==> src/rtl/icyc_pkg.sv <==
package icyc_pkg;

    localparam int WORD_W = 16;
    localparam int ADDR_W = 11;
    localparam int OPC_W  = WORD_W - ADDR_W - 1;

    typedef logic [WORD_W-1:0] word_t;
    typedef logic [ADDR_W-1:0] addr_t;
    typedef logic [OPC_W-1:0]  opc_t;

    localparam opc_t OPC_LOAD  = opc_t'(1);
    localparam opc_t OPC_STORE = opc_t'(2);
    localparam opc_t OPC_ADD   = opc_t'(3);
    localparam opc_t OPC_JUMP  = opc_t'(4);
    localparam opc_t OPC_INTEN = opc_t'(5);

    localparam addr_t SAVE_SLOT = addr_t'(0);
    localparam addr_t ENTRY_VEC = addr_t'(1);

    // Full view of a memory word as an instruction
    typedef struct packed {
        opc_t  opc;
        logic  ind;
        addr_t field;
    } instr_t;

    // Decode part kept in the IR; the address field is used from the MBR
    typedef struct packed {
        opc_t opc;
        logic ind;
    } dec_t;

    typedef enum logic [3:0] {
        S_FETCH, S_FRD, S_FWAIT, S_IR, S_DEC,
        S_IADR, S_IRD, S_IWAIT,
        S_XADR, S_XRD, S_XWAIT, S_XALU, S_XWR,
        S_ICHK, S_ISAVE
    } state_e;

    typedef enum logic [1:0] {MAR_PC, MAR_FIELD, MAR_ZERO} mar_sel_e;
    typedef enum logic [1:0] {MBR_RDATA, MBR_ACC, MBR_PC} mbr_sel_e;
    typedef enum logic {ACC_PASS, ACC_ADD} acc_op_e;

    typedef struct packed {
        logic     mar_ld;
        mar_sel_e mar_sel;
        logic     mbr_ld;
        mbr_sel_e mbr_sel;
        logic     ir_ld;
        logic     pc_inc;
        logic     pc_jump;
        logic     pc_vec;
        logic     acc_ld;
        acc_op_e  acc_op;
        logic     ie_set;
        logic     ie_clr;
        logic     rd;
        logic     wr;
    } ctrl_t;

    function automatic logic uses_operand(opc_t o);
        return (o == OPC_LOAD) || (o == OPC_STORE) || (o == OPC_ADD) || (o == OPC_JUMP);
    endfunction

endpackage

==> src/rtl/icyc_alu.sv <==
module icyc_alu
    import icyc_pkg::*;
(
    input  acc_op_e op,
    input  word_t   acc,
    input  word_t   opnd,
    output word_t   y
);
    always_comb begin
        case (op)
            ACC_ADD: y = acc + opnd;
            default: y = opnd;
        endcase
    end
endmodule

==> src/rtl/icyc_regs.sv <==
module icyc_regs
    import icyc_pkg::*;
(
    input  logic  clk,
    input  logic  rst,
    input  ctrl_t ctl,
    input  word_t rdata,
    input  word_t alu_y,
    output addr_t pc,
    output addr_t mar,
    output word_t mbr,
    output word_t acc,
    output dec_t  ir,
    output logic  ie
);
    instr_t mbr_i;
    addr_t  mar_d;
    word_t  mbr_d;

    assign mbr_i = instr_t'(mbr);

    always_comb begin
        case (ctl.mar_sel)
            MAR_PC:    mar_d = pc;
            MAR_FIELD: mar_d = mbr_i.field;
            default:   mar_d = SAVE_SLOT;
        endcase
    end

    always_comb begin
        case (ctl.mbr_sel)
            MBR_ACC: mbr_d = acc;
            MBR_PC:  mbr_d = word_t'(pc);
            default: mbr_d = rdata;
        endcase
    end

    always_ff @(posedge clk) begin
        if (rst) begin
            pc  <= '0;
            mar <= '0;
            mbr <= '0;
            acc <= '0;
            ir  <= '0;
            ie  <= 1'b0;
        end else begin
            if (ctl.mar_ld) mar <= mar_d;
            if (ctl.mbr_ld) mbr <= mbr_d;
            if (ctl.ir_ld)  ir  <= '{opc: mbr_i.opc, ind: mbr_i.ind};
            if (ctl.acc_ld) acc <= alu_y;

            if (ctl.pc_vec)       pc <= ENTRY_VEC;
            else if (ctl.pc_jump) pc <= mbr_i.field;
            else if (ctl.pc_inc)  pc <= pc + 1'b1;

            if (ctl.ie_clr)      ie <= 1'b0;
            else if (ctl.ie_set) ie <= 1'b1;
        end
    end
endmodule

==> src/rtl/icyc_ctrl.sv <==
module icyc_ctrl
    import icyc_pkg::*;
(
    input  logic   clk,
    input  logic   rst,
    input  dec_t   ir,
    input  logic   irq,
    input  logic   ie,
    output state_e state,
    output ctrl_t  ctl
);
    state_e nxt;

    always_ff @(posedge clk) begin
        if (rst) state <= S_FETCH;
        else     state <= nxt;
    end

    always_comb begin
        ctl = '0;
        nxt = state;
        case (state)
            // fetch: PC -> MAR, read with PC+1, wait, MBR -> IR, decode
            S_FETCH: begin
                ctl.mar_ld  = 1'b1;
                ctl.mar_sel = MAR_PC;
                nxt         = S_FRD;
            end
            S_FRD: begin
                ctl.rd     = 1'b1;
                ctl.pc_inc = 1'b1;
                nxt        = S_FWAIT;
            end
            S_FWAIT: begin
                ctl.mbr_ld  = 1'b1;
                ctl.mbr_sel = MBR_RDATA;
                nxt         = S_IR;
            end
            S_IR: begin
                ctl.ir_ld = 1'b1;
                nxt       = S_DEC;
            end
            S_DEC: begin
                if (!uses_operand(ir.opc)) begin
                    ctl.ie_set = (ir.opc == OPC_INTEN);
                    nxt        = S_ICHK;
                end else if (ir.ind) begin
                    nxt = S_IADR;
                end else begin
                    nxt = S_XADR;
                end
            end
            // indirect: field -> MAR, read, pointer word -> MBR
            S_IADR: begin
                ctl.mar_ld  = 1'b1;
                ctl.mar_sel = MAR_FIELD;
                nxt         = S_IRD;
            end
            S_IRD: begin
                ctl.rd = 1'b1;
                nxt    = S_IWAIT;
            end
            S_IWAIT: begin
                ctl.mbr_ld  = 1'b1;
                ctl.mbr_sel = MBR_RDATA;
                nxt         = S_XADR;
            end
            // execute
            S_XADR: begin
                ctl.mar_ld  = 1'b1;
                ctl.mar_sel = MAR_FIELD;
                if (ir.opc == OPC_JUMP) begin
                    ctl.pc_jump = 1'b1;
                    nxt         = S_ICHK;
                end else if (ir.opc == OPC_STORE) begin
                    ctl.mbr_ld  = 1'b1;
                    ctl.mbr_sel = MBR_ACC;
                    nxt         = S_XWR;
                end else begin
                    nxt = S_XRD;
                end
            end
            S_XRD: begin
                ctl.rd = 1'b1;
                nxt    = S_XWAIT;
            end
            S_XWAIT: begin
                ctl.mbr_ld  = 1'b1;
                ctl.mbr_sel = MBR_RDATA;
                nxt         = S_XALU;
            end
            S_XALU: begin
                ctl.acc_ld = 1'b1;
                ctl.acc_op = (ir.opc == OPC_ADD) ? ACC_ADD : ACC_PASS;
                nxt        = S_ICHK;
            end
            S_XWR: begin
                ctl.wr = 1'b1;
                nxt    = S_ICHK;
            end
            // interrupt check and entry
            S_ICHK: begin
                if (irq && ie) begin
                    ctl.mar_ld  = 1'b1;
                    ctl.mar_sel = MAR_ZERO;
                    ctl.mbr_ld  = 1'b1;
                    ctl.mbr_sel = MBR_PC;
                    nxt         = S_ISAVE;
                end else begin
                    nxt = S_FETCH;
                end
            end
            S_ISAVE: begin
                ctl.wr     = 1'b1;
                ctl.pc_vec = 1'b1;
                ctl.ie_clr = 1'b1;
                nxt        = S_FETCH;
            end
            default: nxt = S_FETCH;
        endcase
    end
endmodule

==> src/rtl/icyc_seq.sv <==
module icyc_seq
    import icyc_pkg::*;
(
    input  logic              clk,
    input  logic              rst,
    output logic [ADDR_W-1:0] mem_addr,
    output logic              mem_rd,
    output logic              mem_wr,
    output logic [WORD_W-1:0] mem_wdata,
    input  logic [WORD_W-1:0] mem_rdata,
    input  logic              irq
);
    state_e st;
    ctrl_t  ctl;
    addr_t  pc_q;
    addr_t  mar_q;
    word_t  mbr_q;
    word_t  acc_q;
    word_t  alu_y;
    dec_t   ir_q;
    logic   ie_q;

    icyc_ctrl u_ctrl (
        .clk   (clk),
        .rst   (rst),
        .ir    (ir_q),
        .irq   (irq),
        .ie    (ie_q),
        .state (st),
        .ctl   (ctl)
    );

    icyc_regs u_regs (
        .clk   (clk),
        .rst   (rst),
        .ctl   (ctl),
        .rdata (mem_rdata),
        .alu_y (alu_y),
        .pc    (pc_q),
        .mar   (mar_q),
        .mbr   (mbr_q),
        .acc   (acc_q),
        .ir    (ir_q),
        .ie    (ie_q)
    );

    icyc_alu u_alu (
        .op   (ctl.acc_op),
        .acc  (acc_q),
        .opnd (mbr_q),
        .y    (alu_y)
    );

    assign mem_addr  = mar_q;
    assign mem_wdata = mbr_q;
    assign mem_rd    = ctl.rd;
    assign mem_wr    = ctl.wr;
endmodule

==> config.mk <==
export PLATFORM = sky130hd
export DESIGN_NAME = icyc_seq
export DESIGN_NICKNAME = d
export VERILOG_FILES = /design/src/rtl/icyc_pkg.sv /design/src/rtl/icyc_alu.sv /design/src/rtl/icyc_regs.sv /design/src/rtl/icyc_ctrl.sv /design/src/rtl/icyc_seq.sv
export SDC_FILE = /design/constraint.sdc
export NUM_CORES = 1
export LEC_CHECK = 0
export BUFFER_PORTS_ARGS = -buffer_cell sky130_fd_sc_hd__clkbuf_2
export CAP_MARGIN = 10
export CORE_ASPECT_RATIO = 0.6
export CORE_MARGIN = 2
export CORE_UTILIZATION = 59
export DETAILED_ROUTE_END_ITERATION = 10
export MAX_ROUTING_LAYER = met4
export PLACE_DENSITY = 0.88
export SETUP_SLACK_MARGIN = 0.15
export SYNTH_ARGS = -nofsm -noshare
export SYNTH_HDL_FRONTEND = slang
export SYNTH_HIERARCHICAL = 1
export SYNTH_SLANG_ARGS = --single-unit
==> constraint.sdc <==
create_clock -name clk -period 3.45 [get_ports clk]
set_input_delay 0.69 -clock clk [delete_from_list [all_inputs] [get_ports clk]]
set_output_delay 0.69 -clock clk [all_outputs]
set_load 0.01 [all_outputs]
### Yosys cells after proc, flatten, opt, wreduce, memory -nomap -nowiden

Index checks and enable logic that the tools add are counted.
W data, S select, Z words.

| storage, ports and cells | value |
|---|---|
| bits of input ports | 19 |
| register bits after elaboration | 64 |
| word-level logic and storage cells | 75 |
| output and inout port bits | 29 |

| cells by class | value |
|---|---|
| eq/ne operators | 22 |
| add/sub/neg operators | 2 |
| mux-type cells | 28 |
| reductions and logical operators | 14 |

Operator list:

| cell | count |
|---|---|
| $pmux W4 S13 | 1 |
| $pmux W16 S2 | 1 |
| $eq A4 B4 Y1 const B | 7 |
| $eq A4 B3 Y1 const B | 6 |
| $mux W11 | 2 |
| $pmux W11 S2 | 1 |
| $pmux W3 S3 | 2 |
| $add A16 B16 Y16 | 1 |
| $eq A4 B2 Y1 const B | 4 |
| $mux W16 | 1 |
| $mux W3 | 4 |
| $mux W4 | 3 |
| $add A11 B1 Y11 const B | 1 |
| $mux W1 | 11 |
| $eq A4 B1 Y1 const B | 2 |
| $reduce_or A2 Y1 | 4 |
| $mux W6 | 1 |
| $reduce_or A3 Y1 | 2 |
| $eq A2 B1 Y1 const B | 2 |
| $logic_not A4 Y1 | 1 |
| $logic_or A1 B1 Y1 | 3 |
| $reduce_bool A3 Y1 | 1 |
| $eq A2 B2 Y1 const B | 1 |
| $logic_not A2 Y1 | 1 |
| 3 further kinds | 3 |

### Logic depth before layout (Yosys ltp)

Gate-level depths: netlist of the first run.

| logic depth | value |
|---|---|
| depth after elaboration | 6 |
| gate-level depth with buffers | 12 |
| depth with buffers taken out | 10 |

### Modules after synthesis

Netlist of the first run, hierarchy kept.

Modules (own cells, without submodules):

| module | sequential area each (µm²) | area an instance (µm²) | cells each | times used |
|---|---|---|---|---|
| icyc_regs | 1201.2 | 2730.1 | 314 | 1 |
| icyc_alu | 0.0 | 903.4 | 115 | 1 |
| icyc_ctrl | 80.1 | 506.7 | 74 | 1 |

### Least setup slack after synthesis of the first run

Ideal clock, no wire load.

| path | value |
|---|---|
| path type | register -> register |
| from | register u_regs.mbr[0] |
| to | register u_regs.acc[10] |
| cell stages (with the launch flop) | 11 |
| data required time | 3.322 ns |
| library setup time | 0.128 ns |
| setup slack | 1.015 ns |
| buffers on the path | 0 |
| arrival | 2.308 ns |
| clock period less this slack | 2.435 ns |
| cell sequence | dfxtp_1 > ha_1 > fa_1 > a21o_1 > a221oi_2 > o31ai_1 > a31oi_1 > xnor2_1 > mux2_2 > mux2i_1 > nor2_1 |

| on the way | value |
|---|---|
| longest elaborated chain between the ends | 2 |

RTL lines:

| item | RTL line | RTL |
|---|---|---|
| start: declaration | icyc_regs.sv:11 | `output word_t mbr,` |
| start signal: assignment | icyc_regs.sv:48 | `if (ctl.mbr_ld) mbr <= mbr_d;` |
| $add A16 B16 Y16 | icyc_alu.sv:11 | `ACC_ADD: y = acc + opnd;` |
| $mux W16 | icyc_alu.sv:10 | `case (op)` |
| named net alu_y[10] | icyc_seq.sv:19 | `word_t alu_y;` |
| end signal: assignment | icyc_regs.sv:50 | `if (ctl.acc_ld) acc <= alu_y;` |
| end: declaration | icyc_regs.sv:12 | `output word_t acc,` |

The timed path passes the listed nets, and every way through them passes these cells.
A chain may end at the register's enable or synchronous reset.

### Worst setup path after layout of the first run

| path | value |
|---|---|
| from | register u_regs.mbr[0] |
| to | register u_regs.acc[12] |

Same word-level chain as after synthesis.

==> reports/metrics.yaml, run 1 <==
numCtsBuffers: 9
postSynthRegisterBits: 64
clock_tree.root_cell: "clkbuf_16"
ys_seq_area_share_pct: 30.95
postCtsResizedCells: 0
unrepaired_setup_endpoints_after_global_routing: "no"
timing.fmax_mhz: 364.2
yosys_warnings: 6
fp.dieArea_um2: 7725
total_leakage_power_nw: 1.935
critical_path.slowest_cell: "fa_1"
post-dp-hpwl_um: 7878
clock_path_buffers: 2
grt_antenna_before_repair: 0
worst_max_slew_margin_expressed_relative_to_the_limit_pct: 38.88
detail_route.drc_violations: 0
grt_start_max_net_pins: 36
top_level_ports: 48
synth_top_flop_cell: "dfxtp_1"
layout_common_cells: "nor2_1, dfxtp_1, a21oi_1"
cts.reportedPaths.clkPinSlew_ns: 0.05
synth_enable_flop_cells: 0
grt_first_pass_wirelength_um: 18160
cts_tree: "done"
synth_nets: 541
report.final.slew_viol_count: 0
final_common_cell: "nor2_1"
drv_cap: 0
num-nets-final: 577
clock_sink_count: 64
detail_route.wirelength_um: 11260
path_cells: "ha_1 > fa_1 > a21o_1 > a221oi_2 > o211ai_1 > a31oi_1 > xnor2_1 > mux2_2 > mux2i_1 > nor2_1"
design.core.area_um2: 6734
setup.worst_path.class: "register to register"
time_the_final_worst_path_needs_with_i_o_delays_and_setup_ns: 2.746
grt_remaining_overflow: 0
die_y_um: 68.89
clock_latency_reported_for_the_late_side_of_the_worst_skew_pair_ns: 0.34
finalHoldViolCount: 0
syn2layout_area_growth_pct: 13.69
detail_route.first_pass.iterations: 5
worst_ir_drop_vdd_mv: 0.3590
worst_path_dominant_cell_family: "compound AO/OA/AOI/OAI gates"
design_power_total_mw: 2.419
worstPathMaxFanout: 6
grt_pass1_vias: 3821
post-cts-setup-buffer-count: 0
syn-instance-count: 503
tightestPinTransition_ns: 0.9098
layout-drive-gt1-share_pct: 20.04
num_vias: 3954
worst-endpoint-required_ns: 3.67
rows: 23
synth.cell_area_um2: 4140
worst_setup_path_end_kind: "register"
num_antenna_cells: 0
synth_top_cells_by_area: "dfxtp_1, mux2_2, nor2_1"
htree_num_levels: 3
synth_largest_area_cell: "dfxtp_1"
synth_cell_types: 59
holdBufCountCts: 0
hold_ws_ns: 0.4985
timing.critical_path.buf_inv: 0
outcome: "finished clean"
setup.worst_path.start_class: "register"
initial_utilization_pct: 61.48
die_x_um: 112.1
synth_largest_type_area_fraction_pct: 30.95
ys_async_sr_fraction_pct: 0
buffer_ports.inserted: 47
timing.critical_path.slowest_cell_delay_ns: 0.41
wire_per_inst_um: 17.85
worst-endpoint-arrival_ns: 2.96
routabilityCongestion: 0.8873
finalSetupTns_ns: 0
detailedRoute.firstIterationViolations: 406
final_cycle_share_pct: 79.59
viasPerCell: 6.266
clock-skew-final_ns: 0.003899
hold_class: "register to register"
setup_viol: 0
grt_util_all_layers_pct: 30.92
power.density_nw_per_um2: 513.8
number_of_nets_still_failing_antenna_checks_after_routing: 0
syn_area_per_cell_um2: 8.231
path summary, 6_finish.rpt:
| kind | from | endpoint | slack (ns) | depth (start not counted) |
|---|---|---|---|---|
| hold / removal | u_regs/ie | u_regs/ie | 0.50 | 2 |
| hold reg to reg | u_regs/ie | u_regs/ie | 0.50 | 2 |
| setup reg to reg | u_regs/mbr[0] | u_regs/acc[12] | 0.70 | 10 |
| setup / recovery | u_regs/mbr[0] | u_regs/acc[12] | 0.70 | 10 |
synthesized netlist by cell type (2+ instances only):
cell type / instances
and3_1: 6
clkbuf_1: 19
a221o_1: 3
nor4_1: 2
a21o_1: 6
nor2b_1: 14
dfxtp_1: 64
mux2_2: 23
nand4_1: 3
xor2_1: 8
buf_2: 5
nand3b_1: 2
ha_1: 18
o211ai_1: 7
o21ai_0: 18
a2bb2oi_1: 2
a21oi_1: 50
o22ai_1: 15
o21ai_1: 2
inv_1: 12
o21bai_1: 2
a22oi_1: 12
nor4_2: 2
a31oi_1: 5
xnor2_1: 15
nor3b_1: 2
nand3_1: 9
nor3_1: 6
nand2_1: 33
buf_1: 2
mux2i_1: 24
buf_6: 3
nand2b_1: 16
nor2_1: 68
logic make-up (layout without fill, tap and decap cells):
logic type / Yosys count / in the layout / synth area share (%)
simple gates: 174 / 174 / 21.55
compound gates: 131 / 131 / 19.76
flops: 64 / 64 / 30.95
mux: 47 / 47 / 12.06
buf+inv: 45 / 86 / 4.895
xor+xnor: 23 / 23 / 4.866
fa+ha+maj: 19 / 19 / 5.923
flip-flops by register name, indices dropped and copies added, names as in the netlist:
signal,cells
u_regs/pc,11
u_regs/ir,5
u_ctrl/state,4
u_regs/mbr,16
u_regs/ie,1
u_regs/mar,11
u_regs/acc,16
through the flow:
step,utilization (%),area [µm²],worst slack (ns),cells
after floorplan,-,4140,1.015,503
after global placement,65.46,4408,0.9132,615
after detailed placement,65.46,4408,0.7878,615
after CTS,69.90,4707,0.7656,631
after global routing,69.90,4707,0.5063,631
final,69.90,4707,0.7040,631
power by group:
part           switching [mW]  internal (mW)
logic                   0.333          0.249
clock network           0.339          0.577
registers               0.122          0.799
total                   0.794           1.62
metal layers:
| metal | vias up | routed length [µm] | track usage, % |
|---|---|---|---|
| met5 | - | 0 | - |
| met4 | 0 | 206 | 13.26 |
| met3 | 28 | 829 | 8.654 |
| met2 | 182 | 5075 | 50.00 |
| met1 | 1870 | 5150 | 37.17 |
| li1 | 1874 | - | - |
final cells by class:
class | instances | area, µm²
inverters | 14 | 52.55
repair buffers | 56 | 302.8
fillers | 552 | 2027
clock inverters | 5 | 56.30
flip-flops and latches | 64 | 1281
well taps | 87 | 108.9
clock buffers | 11 | 242.7
multi-input cells | 394 | 2663
worst reg2reg max path, stage by stage (launching register included):
cell	delay [ns]
dfxtp_1	0.36
ha_1	0.24
fa_1	0.41
a21o_1	0.22
a221oi_2	0.41
o211ai_1	0.16
a31oi_1	0.23
xnor2_1	0.09
mux2_2	0.27
mux2i_1	0.18
nor2_1	0.06
Power figures use the tool's default switching activity.
==> run 2, diff against run 1 <==
- clock period: 3.45 -> 2.8 ns (I/O delays scaled with it)
==> reports/metrics.yaml, run 2 (synthesis gave the netlist of run 1 again) <==
detailedRoute.firstIterationViolations: 466  # +15%
num-nets-final: 587  # +1.7%
worst-endpoint-required_ns: 3.07  # -0.60 ns
finalSetupTns_ns: 0  # unchanged
path_cells: "ha_1 > a21oi_1 > a2bb2oi_1 > nand2_1 > a31oi_1 > mux2_2 > o22ai_1 > mux2i_1 > nor2_1"
die_y_um: 68.89  # unchanged
post_layout_nonfiller_instances: 641  # +1.6%
power.density_nw_per_um2: 624.7  # +22%
drv_cap: 0  # unchanged
detail_route.wirelength_um: 11380  # +1.1%
worst-endpoint-arrival_ns: 2.82  # -0.14 ns
cts.reportedPaths.clkPinSlew_ns: 0.06  # about the same
grt_util_all_layers_pct: 31.25  # +0.33 points
unrepaired_setup_endpoints_after_global_routing: "yes"
time_the_final_worst_path_needs_with_i_o_delays_and_setup_ns: 2.545  # -0.2005 ns
worst_ir_drop_vdd_mv: 0.4918  # +37%
clock_sink_count: 64  # unchanged
grt_pass1_vias: 3692  # -3.4%
numCtsBuffers: 9  # unchanged
num_vias: 3960  # +0.15%
final_cycle_share_pct: 90.91  # +11 points
setup_viol: 0  # unchanged
hold_class: "register to register"
leading_registers_by_flop_count: "u_regs/acc (16), u_regs/mbr (16)"
clock-skew-final_ns: 0.008971  # +0.005072 ns
worstPathMaxFanout: 6  # unchanged
final_common_cell: "nor2_1"
finalHoldViolCount: 0  # unchanged
cts_tree: "done"
htree_num_levels: 3  # unchanged
grt_remaining_overflow: 0  # unchanged
timing.critical_path.buf_inv: 0  # unchanged
clock_latency_reported_for_the_late_side_of_the_worst_skew_pair_ns: 0.34  # about the same
setup.worst_path.class: "register to register"
design.core.area_um2: 6734  # unchanged
hold_ws_ns: 0.4937  # -0.004783 ns
fill_cells: 531  # -3.8%
clock_path_buffers: 2  # unchanged
worst_setup_path_end_kind: "register"
reg2reg_slack_ns: 0.25  # -0.45 ns
setup.worst_path.start_class: "register"
timing.critical_path.slowest_cell_delay_ns: 0.47  # +0.06 ns
holdBufCountCts: 0  # unchanged
area_of_the_multi_input_gates_um2: 2686  # +0.89%
grt_start_max_net_pins: 33  # -8.3%
buffer_ports.inserted: 47  # unchanged
fp.dieArea_um2: 7725  # unchanged
timing.fmax_mhz: 392.9  # +7.9%
area.sequential_um2: 1284  # +0.20%
final_util_pct: 71.59  # +1.7 points
grt_first_pass_wirelength_um: 18160  # unchanged
placed_cells_incl_taps: 624  # +1.5%
grt_antenna_before_repair: 0  # unchanged
rows: 23  # unchanged
syn2layout_area_growth_pct: 16.44
viasPerCell: 6.178  # -1.4%
post-dp-hpwl_um: 8041  # +2.1%
outcome: "finished clean"
report.final.slew_viol_count: 0  # unchanged
critical_path.slowest_cell: "dfxtp_1"
top_level_ports: 48  # unchanged
detail_route.first_pass.iterations: 5  # unchanged
num_antenna_cells: 0  # unchanged
initial_utilization_pct: 61.48  # unchanged
total_leakage_power_nw: 1.985  # +2.6%
tightestPinTransition_ns: 0.5272  # -0.3827 ns
detail_route.drc_violations: 0  # unchanged
layout-drive-gt1-share_pct: 22.56  # +2.5 points
routabilityCongestion: 0.9414  # +6.1%
number_of_nets_still_failing_antenna_checks_after_routing: 0  # unchanged
layout_common_cells: "nor2_1, dfxtp_1, a21oi_1"
worst_max_slew_margin_expressed_relative_to_the_limit_pct: 64.73  # +26 points
worst_path_dominant_cell_family: "compound AO/OA/AOI/OAI gates"
die_x_um: 112.1  # unchanged
wire_per_inst_um: 17.76  # -0.48%
design_power_total_mw: 3.012  # +25%
clock_tree.root_cell: "clkbuf_16"
## run 2: changes by cell type in the layout (fill, tap and decap cells not counted)
cell and change:
buf_4 +9, fa_1 -1, buf_12 +1, o31ai_2 +1
dfxtp_1 -2, ha_2 +2, a221oi_4 +1, o31ai_1 -1
dfxtp_2 +2, ha_1 -2, a221oi_2 -1, fa_2 +1
## run 2: layout make-up
class                      instances  area share (%)
multi-input combinational        394           55.72
sequential                        64           26.63
timing repair buffer              66           8.098
clock buffer                      11           5.035
tap                               87           2.258
clock inverter                     5           1.168
inverter                          14           1.090
## run 2: path summary, 6_finish.rpt
kind                  from             end  cells past startpoint
min reg2reg      u_regs/ie       u_regs/ie                      2
min              u_regs/ie       u_regs/ie                      2
max          u_regs/mbr[6]  u_regs/acc[15]                      9
max reg2reg  u_regs/mbr[6]  u_regs/acc[15]                      9
## run 2: tightest hold or removal path, delay by kind of cell, from the launching register on
family	cells	cell delay (ns)
flip-flops	1	0.30
AND/OR/NAND/NOR	2	0.15
## run 2: metal layers
metal | vias up | routed length, µm | GRT usage (%)
met1 | 1872 | 5059 | 38.95
li1 | 1895 | - | -
met5 | - | 0 | -
met2 | 178 | 5375 | 52.11
met4 | 0 | 107 | 6.860
met3 | 15 | 842 | 8.392
## run 2: power by group
group / leakage [nW] / switching (mW) / internal (mW)
Clock: 0.145 / 0.413 / 0.711
Sequential: 0.518 / 0.134 / 0.986
Combinational: 1.32 / 0.432 / 0.336
## run 2: per-stage QoR
| step | worst slack (ns) | instance area [µm²] |
|---|---|---|
| floorplan | 0.3648 | 4140 |
| global placement | 0.1960 | 4488 |
| detailed placement | 0.07464 | 4488 |
| CTS | 0.1621 | 4798 |
| global route | 0.1334 | 4821 |
| finish | 0.2545 | 4821 |
## run 2: what timing repair did
action,CTS,global route
setup endpoints to repair,4,14
buffers inserted,0,1
gates resized for setup,1,6
pin swaps,0,3
